File: src/rtl/pmap_pkg.sv
package pmap_pkg;

  // Width of the I/O address slice that takes part in port decode.
  localparam int IO_DEC_W = 8;

  // Page number loaded into a quarter register at reset: the highest
  // quarter gets page 0, the lowest gets the top page of the set.
  function automatic int boot_page(input int slot, input int num_slots);
    return num_slots - 1 - slot;
  endfunction

  // Number of constant-one fill bits above a page on read-back.
  function automatic int fill_width(input int data_w, input int page_w);
    return data_w - page_w;
  endfunction

endpackage

File: src/rtl/pmap_io_decode.sv
module pmap_io_decode
  import pmap_pkg::*;
#(
  parameter int             IO_ADDR_W = 16,
  parameter logic [7:0]     IO_BASE   = 8'hFC,
  parameter int             SEL_W     = 2
) (
  input  logic [IO_ADDR_W-1:0] io_addr,
  input  logic                 io_wr,
  input  logic                 io_rd,
  output logic [SEL_W-1:0]     port_slot,
  output logic                 wr_fire,
  output logic                 rd_fire
);

  logic [IO_DEC_W-1:0] port_lo;
  logic [IO_DEC_W-1:0] port_off;
  logic                port_hit;

  assign port_lo   = io_addr[IO_DEC_W-1:0];
  // Distance from the base port; a hit leaves only the slot bits set.
  assign port_off  = port_lo - IO_BASE;
  assign port_hit  = (port_off[IO_DEC_W-1:SEL_W] == '0);
  assign port_slot = port_off[SEL_W-1:0];

  assign wr_fire = io_wr & port_hit;
  assign rd_fire = io_rd & port_hit;

  generate
    if (IO_ADDR_W > IO_DEC_W) begin : g_hi_ignored
      logic unused_hi_bits;
      assign unused_hi_bits = ^io_addr[IO_ADDR_W-1:IO_DEC_W];
    end
  endgenerate

endmodule

File: src/rtl/pmap_page_bank.sv
module pmap_page_bank
  import pmap_pkg::*;
#(
  parameter int NUM_REGS = 4,
  parameter int PAGE_W   = 5,
  parameter int SEL_W    = 2
) (
  input  logic                       clk,
  input  logic                       rst,
  input  logic                       wr_fire,
  input  logic [SEL_W-1:0]           wr_slot,
  input  logic [PAGE_W-1:0]          wr_page,
  output logic [NUM_REGS*PAGE_W-1:0] pages_flat
);

  generate
    for (genvar g = 0; g < NUM_REGS; g++) begin : g_quarter
      localparam logic [PAGE_W-1:0] BOOT_VAL = PAGE_W'(boot_page(g, NUM_REGS));
      localparam logic [SEL_W-1:0]  MY_SLOT  = SEL_W'(g);

      logic [PAGE_W-1:0] page_q;
      logic              load_me;

      assign load_me = wr_fire && (wr_slot == MY_SLOT);

      always_ff @(posedge clk) begin
        if (rst) begin
          page_q <= BOOT_VAL;
        end else if (load_me) begin
          page_q <= wr_page;
        end
      end

      assign pages_flat[g*PAGE_W +: PAGE_W] = page_q;
    end
  endgenerate

endmodule

File: src/rtl/pmap_translate.sv
module pmap_translate #(
  parameter int CPU_ADDR_W = 16,
  parameter int OFFSET_W   = 14,
  parameter int PAGE_W     = 5,
  parameter int SEL_W      = 2,
  parameter int NUM_REGS   = 4
) (
  input  logic [CPU_ADDR_W-1:0]      cpu_addr,
  input  logic [NUM_REGS*PAGE_W-1:0] pages_flat,
  output logic [PAGE_W+OFFSET_W-1:0] phys_addr
);

  function automatic logic [PAGE_W-1:0] pick_page(
    input logic [NUM_REGS*PAGE_W-1:0] flat,
    input logic [SEL_W-1:0]           sel
  );
    return flat[int'(sel)*PAGE_W +: PAGE_W];
  endfunction

  logic [SEL_W-1:0]    quarter;
  logic [OFFSET_W-1:0] offset;

  assign quarter   = cpu_addr[CPU_ADDR_W-1 -: SEL_W];
  assign offset    = cpu_addr[OFFSET_W-1:0];
  assign phys_addr = {pick_page(pages_flat, quarter), offset};

endmodule

File: src/rtl/pmap_readback.sv
module pmap_readback
  import pmap_pkg::*;
#(
  parameter int NUM_REGS    = 4,
  parameter int PAGE_W      = 5,
  parameter int SEL_W       = 2,
  parameter int DATA_W      = 8,
  parameter bit READBACK_EN = 1'b1
) (
  input  logic [NUM_REGS*PAGE_W-1:0] pages_flat,
  input  logic                       rd_fire,
  input  logic [SEL_W-1:0]           rd_slot,
  output logic [DATA_W-1:0]          io_rdata,
  output logic                       io_rdata_oe
);

  localparam int FILL_W = fill_width(DATA_W, PAGE_W);

  generate
    if (READBACK_EN) begin : g_readback
      logic [PAGE_W-1:0] sel_page;
      assign sel_page    = pages_flat[int'(rd_slot)*PAGE_W +: PAGE_W];
      assign io_rdata_oe = rd_fire;
      assign io_rdata    = rd_fire ? {{FILL_W{1'b1}}, sel_page} : '0;
    end else begin : g_write_only
      logic unused_rb_inputs;
      assign unused_rb_inputs = ^{pages_flat, rd_fire, rd_slot};
      assign io_rdata_oe = 1'b0;
      assign io_rdata    = '0;
    end
  endgenerate

endmodule

File: src/rtl/page_mapper.sv
module page_mapper
  import pmap_pkg::*;
#(
  parameter int         CPU_ADDR_W  = 16,
  parameter int         OFFSET_W    = 14,
  parameter int         PAGE_W      = 5,
  parameter int         IO_ADDR_W   = 16,
  parameter int         DATA_W      = 8,
  parameter logic [7:0] IO_BASE     = 8'hFC,
  parameter bit         READBACK_EN = 1'b1
) (
  input  logic                       clk,
  input  logic                       rst,
  input  logic [CPU_ADDR_W-1:0]      cpu_addr,
  input  logic [IO_ADDR_W-1:0]       io_addr,
  input  logic                       io_wr,
  input  logic                       io_rd,
  input  logic [DATA_W-1:0]          io_wdata,
  output logic [PAGE_W+OFFSET_W-1:0] phys_addr,
  output logic [DATA_W-1:0]          io_rdata,
  output logic                       io_rdata_oe
);

  localparam int SEL_W    = CPU_ADDR_W - OFFSET_W;
  localparam int NUM_REGS = 1 << SEL_W;

  // Named internal events, visible to the bound checker.
  logic                       wr_fire;
  logic                       rd_fire;
  logic [SEL_W-1:0]           port_slot;
  logic [NUM_REGS*PAGE_W-1:0] pages_flat;
  logic [PAGE_W-1:0]          wr_page;
  logic                       unused_wdata_hi;

  assign wr_page         = io_wdata[PAGE_W-1:0];
  assign unused_wdata_hi = ^io_wdata[DATA_W-1:PAGE_W];

  pmap_io_decode #(
    .IO_ADDR_W (IO_ADDR_W),
    .IO_BASE   (IO_BASE),
    .SEL_W     (SEL_W)
  ) u_decode (
    .io_addr   (io_addr),
    .io_wr     (io_wr),
    .io_rd     (io_rd),
    .port_slot (port_slot),
    .wr_fire   (wr_fire),
    .rd_fire   (rd_fire)
  );

  pmap_page_bank #(
    .NUM_REGS (NUM_REGS),
    .PAGE_W   (PAGE_W),
    .SEL_W    (SEL_W)
  ) u_bank (
    .clk        (clk),
    .rst        (rst),
    .wr_fire    (wr_fire),
    .wr_slot    (port_slot),
    .wr_page    (wr_page),
    .pages_flat (pages_flat)
  );

  pmap_translate #(
    .CPU_ADDR_W (CPU_ADDR_W),
    .OFFSET_W   (OFFSET_W),
    .PAGE_W     (PAGE_W),
    .SEL_W      (SEL_W),
    .NUM_REGS   (NUM_REGS)
  ) u_translate (
    .cpu_addr   (cpu_addr),
    .pages_flat (pages_flat),
    .phys_addr  (phys_addr)
  );

  pmap_readback #(
    .NUM_REGS    (NUM_REGS),
    .PAGE_W      (PAGE_W),
    .SEL_W       (SEL_W),
    .DATA_W      (DATA_W),
    .READBACK_EN (READBACK_EN)
  ) u_readback (
    .pages_flat  (pages_flat),
    .rd_fire     (rd_fire),
    .rd_slot     (port_slot),
    .io_rdata    (io_rdata),
    .io_rdata_oe (io_rdata_oe)
  );

endmodule

File: config.mk
export PLATFORM = sky130hd
export DESIGN_NAME = page_mapper
export DESIGN_NICKNAME = d
export VERILOG_FILES = /design/src/rtl/pmap_pkg.sv /design/src/rtl/pmap_io_decode.sv /design/src/rtl/pmap_page_bank.sv /design/src/rtl/pmap_translate.sv /design/src/rtl/pmap_readback.sv /design/src/rtl/page_mapper.sv
export SDC_FILE = /design/constraint.sdc
export NUM_CORES = 1
export LEC_CHECK = 0
export BUFFER_PORTS_ARGS = -buffer_cell sky130_fd_sc_hd__buf_2
export CORE_MARGIN = 5
export CORE_UTILIZATION = 48
export CTS_CLUSTER_SIZE = 20
export DETAILED_ROUTE_END_ITERATION = 10
export PLACE_DENSITY = 0.85
export SLEW_MARGIN = 40
export SYNTH_ARGS = -nofsm -noshare
export SYNTH_HDL_FRONTEND = slang
export SYNTH_SLANG_ARGS = --single-unit
File: constraint.sdc
create_clock -name clk -period 4.7 [get_ports clk]
set_clock_uncertainty 0.1 [all_clocks]
set_input_delay 0.94 -clock clk [delete_from_list [all_inputs] [get_ports clk]]
set_output_delay 0.94 -clock clk [all_outputs]
set_load 0.1 [all_outputs]
-- Yosys cells after proc, flatten, opt, wreduce, memory -nomap -nowiden
Index checks and enable logic that the tools add are counted.
- add/subtract/negate cells: 1
- multipliers: 2
- eq/ne operators: 3
- shift operators: 2
- multiplexer cells: 1
- bitwise gates (word level): 2
- reduce and logical (&&, ||, !) cells: 6
- operators by type and width (operator ; number):
    indexed part select 20 x 32 -> 5 bit ; 2
    multiplier 2 x 3 -> 5 bit (second input constant) ; 2
    two-way mux 8 bit ; 1
    subtractor 8 bit (second input constant) ; 1
    zero test 6 bit ; 1
    equality test 2 bit (second input constant) ; 2
    logical AND 1 bit ; 4
    bitwise AND 1 bit ; 2
    equality test 2 x 1 -> 1 bit (second input constant) ; 1
    zero test 2 bit ; 1
- register bits after elaboration: 20
- output and inout port bits: 28
- logic and storage cells: 21

-- Longest topological paths before layout
- depth after elaboration: 4
- depth in mapped cells: 4
- depth with buffers taken out: 3

-- Cells and area by module
Synthesis repeated with hierarchy kept, for this count alone.
- cells, all modules: 126
- area, all modules: 1263.7 um^2
- modules (own cells, without submodules) (module ; instances ; cells each ; area each (um^2)):
    pmap_page_bank ; 1 ; 77 ; 812.0
    pmap_translate ; 1 ; 20 ; 229.0
    pmap_readback ; 1 ; 22 ; 183.9
    pmap_io_decode ; 1 ; 7 ; 38.8

-- Least setup slack after synthesis
OpenSTA, ideal clock, no wires.
- path kind: input -> output
- start: in io_addr[5]
- end: out io_rdata[5]
- arrival: 2422 ps
- data required time: 3660 ps
- path slack: 1238 ps
- stages on the path: 3
- path buffers: 1
- path through: and4_2 -> and2_1 -> buf_4
- longest elaborated chain between the ends: 4
- RTL lines (what ; line ; text):
    start: declaration ; page_mapper.sv:15 ; input logic [IO_ADDR_W-1:0] io_addr,
    subtractor 8 bit ; pmap_io_decode.sv:22 ; assign port_off = port_lo - IO_BASE;
    zero test 6 bit ; pmap_io_decode.sv:23 ; assign port_hit = (port_off[IO_DEC_W-1:SEL_W] == '0);
    bitwise AND 1 bit ; pmap_io_decode.sv:27 ; assign rd_fire = io_rd & port_hit;
    net io_rdata_oe ; page_mapper.sv:21 ; output logic io_rdata_oe
    two-way mux 8 bit ; pmap_readback.sv:24 ; assign io_rdata = rd_fire ? {{FILL_W{1'b1}}, sel_page} : '0;
    end: declaration ; page_mapper.sv:20 ; output logic [DATA_W-1:0] io_rdata,
The timed path passes the listed nets, and every way through them passes these cells.

-- Final worst setup path
- start: in io_addr[0]
- end: out io_rdata[4]
- longest elaborated chain between the ends: 4
- elaborated cells between the ends (all ways): 6
- RTL lines (what ; line):
    subtractor 8 bit * ; pmap_io_decode.sv:22
    multiplier 2 x 3 -> 5 bit or zero test 6 bit (tied branches) ; pmap_readback.sv:22, pmap_io_decode.sv:23
    indexed part select 20 x 32 -> 5 bit or bitwise AND 1 bit (tied branches) ; pmap_readback.sv:22, pmap_io_decode.sv:27
    two-way mux 8 bit * ; pmap_readback.sv:24
Every way passes the cells marked *; elsewhere a longest branch is shown, timed or not.

==> metrics.log <==
INFO  metric critPathCapture = io_rdata[4]
INFO  metric timing.hold.worst_path_depth = 2
INFO  metric worstPathMaxFanout = 9
INFO  metric yosys.cell_count.top_type = nand2b_1
INFO  metric async_flop_share = 0%
INFO  metric yosys_register_bits = 20
INFO  metric clk_pin_slew = ~110 ps
INFO  metric routed_wl = 2810 µm
INFO  metric power_per_cell_area = 230 nW/µm²
INFO  metric drtIter0Drc = 22
INFO  metric cp-end-kind = primary output
INFO  metric buffer_ports.inserted = 32
INFO  metric cts_resized = 0
INFO  metric detail-route-antenna-nets = 0
INFO  metric timing.critical_path.required = 3660 ps
INFO  metric clk_path_buf_depth = 2
INFO  metric cts_root_buf = clkbuf_4
INFO  metric syn_area_per_cell = ~11 µm²
INFO  metric cts_inserted_buffers = 3
INFO  metric number_of_maximum_capacitance_violations = 0
INFO  metric p_seq_share = between 50 and 60%
INFO  metric numClockSinks = 20
INFO  metric postCtsHoldBufs = 0
INFO  metric setup_repair_after_global_routing_missed_its_margin = false
INFO  metric finish.net_count = 174
INFO  metric rows = 19
INFO  metric area_growth_syn_to_layout = 5.64%
INFO  metric power_switching = around 0.085 mW
INFO  metric post-dp-hpwl = between 2000 and 2500 µm
INFO  metric top_register = u_bank.g_quarter.page_q
INFO  metric cts_tree = built
INFO  metric finalCriticalPeriod = 3300 ps
INFO  metric slew_headroom = between 50% and 60%
INFO  metric drive_gt1_share = between 40% and 50%
INFO  metric critPathKind = primary input to primary output
INFO  metric synth.lib_cells_used.distinct = 18
INFO  metric die_h = 62.2 µm
INFO  metric synth_seq_area_share = 30.6%
INFO  metric grt_pass1_wl = around 4700 µm
INFO  metric worst_skew_pair.late_latency = between 300 and 400 ps
INFO  metric hold_violation_count_in_the_final_report = 0
INFO  metric ys_top_cells_by_count = 21 x nand2b_1, 20 x dfxtp_1, 20 x mux2i_1, 18 x buf_4, 10 x mux4_2
INFO  metric drt_drc_violations_left = 0
INFO  metric largest_reg_flops = 20
INFO  metric gpl.final_weighted_congestion = 0.726
INFO  metric slew_viol_final = 0
INFO  metric grt.total_usage = between 15 and 20%
INFO  metric grt_overflow = 0
INFO  metric post-route-cell-area = ~1400 µm²
INFO  metric routed-via-count = approximately 890
INFO  metric dpl-instance-area = between 1000 and 1500 µm²
INFO  metric filler_cell_count = between 200 and 300
INFO  metric synth.net_count = 160
INFO  metric tightest_slew = roughly 640 ps
INFO  metric wire_per_inst = 17.5 µm
INFO  metric run_status = complete, no violations
INFO  metric synth_edf_count = 0
INFO  metric firstDrtPassIters = 4
INFO  metric detail_route.vias_per_cell = 5.56
INFO  metric worstHoldPathType = register to register
INFO  metric synth_top_area_share = 30.6%
INFO  metric dieArea = between 3000 and 4000 µm²
INFO  metric ir_worst_vdd = between 0.0001 and 0.00015 V
INFO  metric first_global_vias = 955
INFO  metric grt_antenna_before_repair = 0
INFO  metric post-route-period-util = 70.2%
INFO  metric pin_count = 72
INFO  metric diodes = 0
INFO  metric reg2reg_to = u_bank.g_quarter[1].page_q[0]
INFO  metric synth_area_leaders = dfxtp_1 31%, mux4_2 17%, mux2i_1 15%
INFO  metric worstHoldStart = u_bank.g_quarter[1].page_q[2]
INFO  metric netlist_instances = approximately 120
INFO  metric cellLeakagePower = 0.540 nW
INFO  metric cts-htree-levels = 1
INFO  metric comb_power_share = 14.0%
INFO  metric grt_start_max_net_pins = 28
INFO  metric core_area = approximately 2700 µm²
INFO  metric largest_registers = u_bank.g_quarter.page_q: 20 flops
INFO  metric worst_setup_path_startpoint = io_addr[0]
INFO  metric die_wd = around 62 µm
INFO  metric post_cts.repair.setup_buffers = 0
INFO  metric synth_top_area_cell = dfxtp_1
INFO  metric setup-tns-final = 0 ps
INFO  metric worstPathArrival = 2260 ps
INFO  metric cellInternalPower = 0.234 mW
INFO  metric worst_r2r_startpoint = u_bank.g_quarter[1].page_q[0]
INFO  metric fmax = approximately 0.30 GHz
INFO  metric regToRegSetupSlack = approximately 3900 ps
INFO  metric cell_area_after_synthesis = approximately 1300 µm²
INFO  metric initial_core_util = between 40 and 50%
INFO  metric synth-warning-count = 0
INFO  metric clkPwrFrac = between 30% and 40%
INFO  metric power.switching_fraction = roughly a quarter
INFO  metric synthFlopType = dfxtp_1
INFO  metric reg2reg_depth = 2
INFO  metric cp-start-kind = primary input
INFO  metric setup_viol = 0
-- worst min path at each step --
stage | to | slack (ps)
2_1_floorplan | u_bank.g_quarter[2].page_q[3] | 360
4_1_cts | u_bank.g_quarter[3].page_q[2] | 400
5_1_grt | u_bank.g_quarter[2].page_q[4] | 430
3_5_place_dp | u_bank.g_quarter[3].page_q[2] | 380
6_report | u_bank.g_quarter[1].page_q[2] | 390
3_3_place_gp | u_bank.g_quarter[1].page_q[4] | 370
-- cell usage in the layout, fill, tap and decap left out, drive strengths merged --
cell type and n:
dfxtp 20, mux4 10, nor2 6, and2 1, mux2i 20, nand2 1
and3 6, nand3 1, and4 1, clkbuf 4, nor4 2, nand2b 21
buf 32, nor4b 1, inv 1, nor3 1, nand4 1
-- power groups by stage --
stage               clock network, mW  registers (mW)  logic, mW
detailed placement                  0           0.174     0.0448
global placement                    0           0.174     0.0433
global route                    0.114           0.170     0.0480
finish                          0.104           0.170     0.0446
floorplan                           0           0.174     0.0883
CTS                             0.105           0.170     0.0449
-- layer usage --
metal	share of wire, %	global-route usage (%)	vias up
met2	49	25.4	33
met3	8.7	5.41	17
met4	3.1	7.32	0
met5	0	0	-
met1	39	16.6	419
li1	-	-	420
-- per-stage QoR --
step	hold slack, ps	power, mW	worst slack [ps]	instances	util [%]
final	393	0.318	1400	160	51.5
after global routing	428	0.332	1320	160	51.5
after CTS	397	0.320	1400	160	51.5
after detailed placement	381	0.218	1410	156	50.2
after global placement	365	0.217	1420	156	50.2
after floorplan	355	0.262	1240	116	-
-- critical path, stage by stage --
cell    delay (ps)
buf_2          290
mux4_2         540
and3_1         200
buf_2          290
-- cells by family (layout without fill, tap and decap cells) --
group / Yosys count / count (layout) / synth area share (%)
buf+inv: 24 / 37 / 12.6
flops: 20 / 20 / 30.6
mux: 30 / 30 / 32.5
simple gates: 42 / 42 / 24.4
-- cell type report --
type / instances / area [µm²] / area share, %
tap: 31 / 38.8 / 2.80
clock buffer: 4 / 36.3 / 2.62
multi-input combinational: 72 / 744 / 53.8
sequential: 20 / 400 / 28.9
inverter: 1 / 3.75 / 0.271
timing repair buffer: 32 / 160 / 11.6
Note: power is estimated with default switching activity, not from simulation.
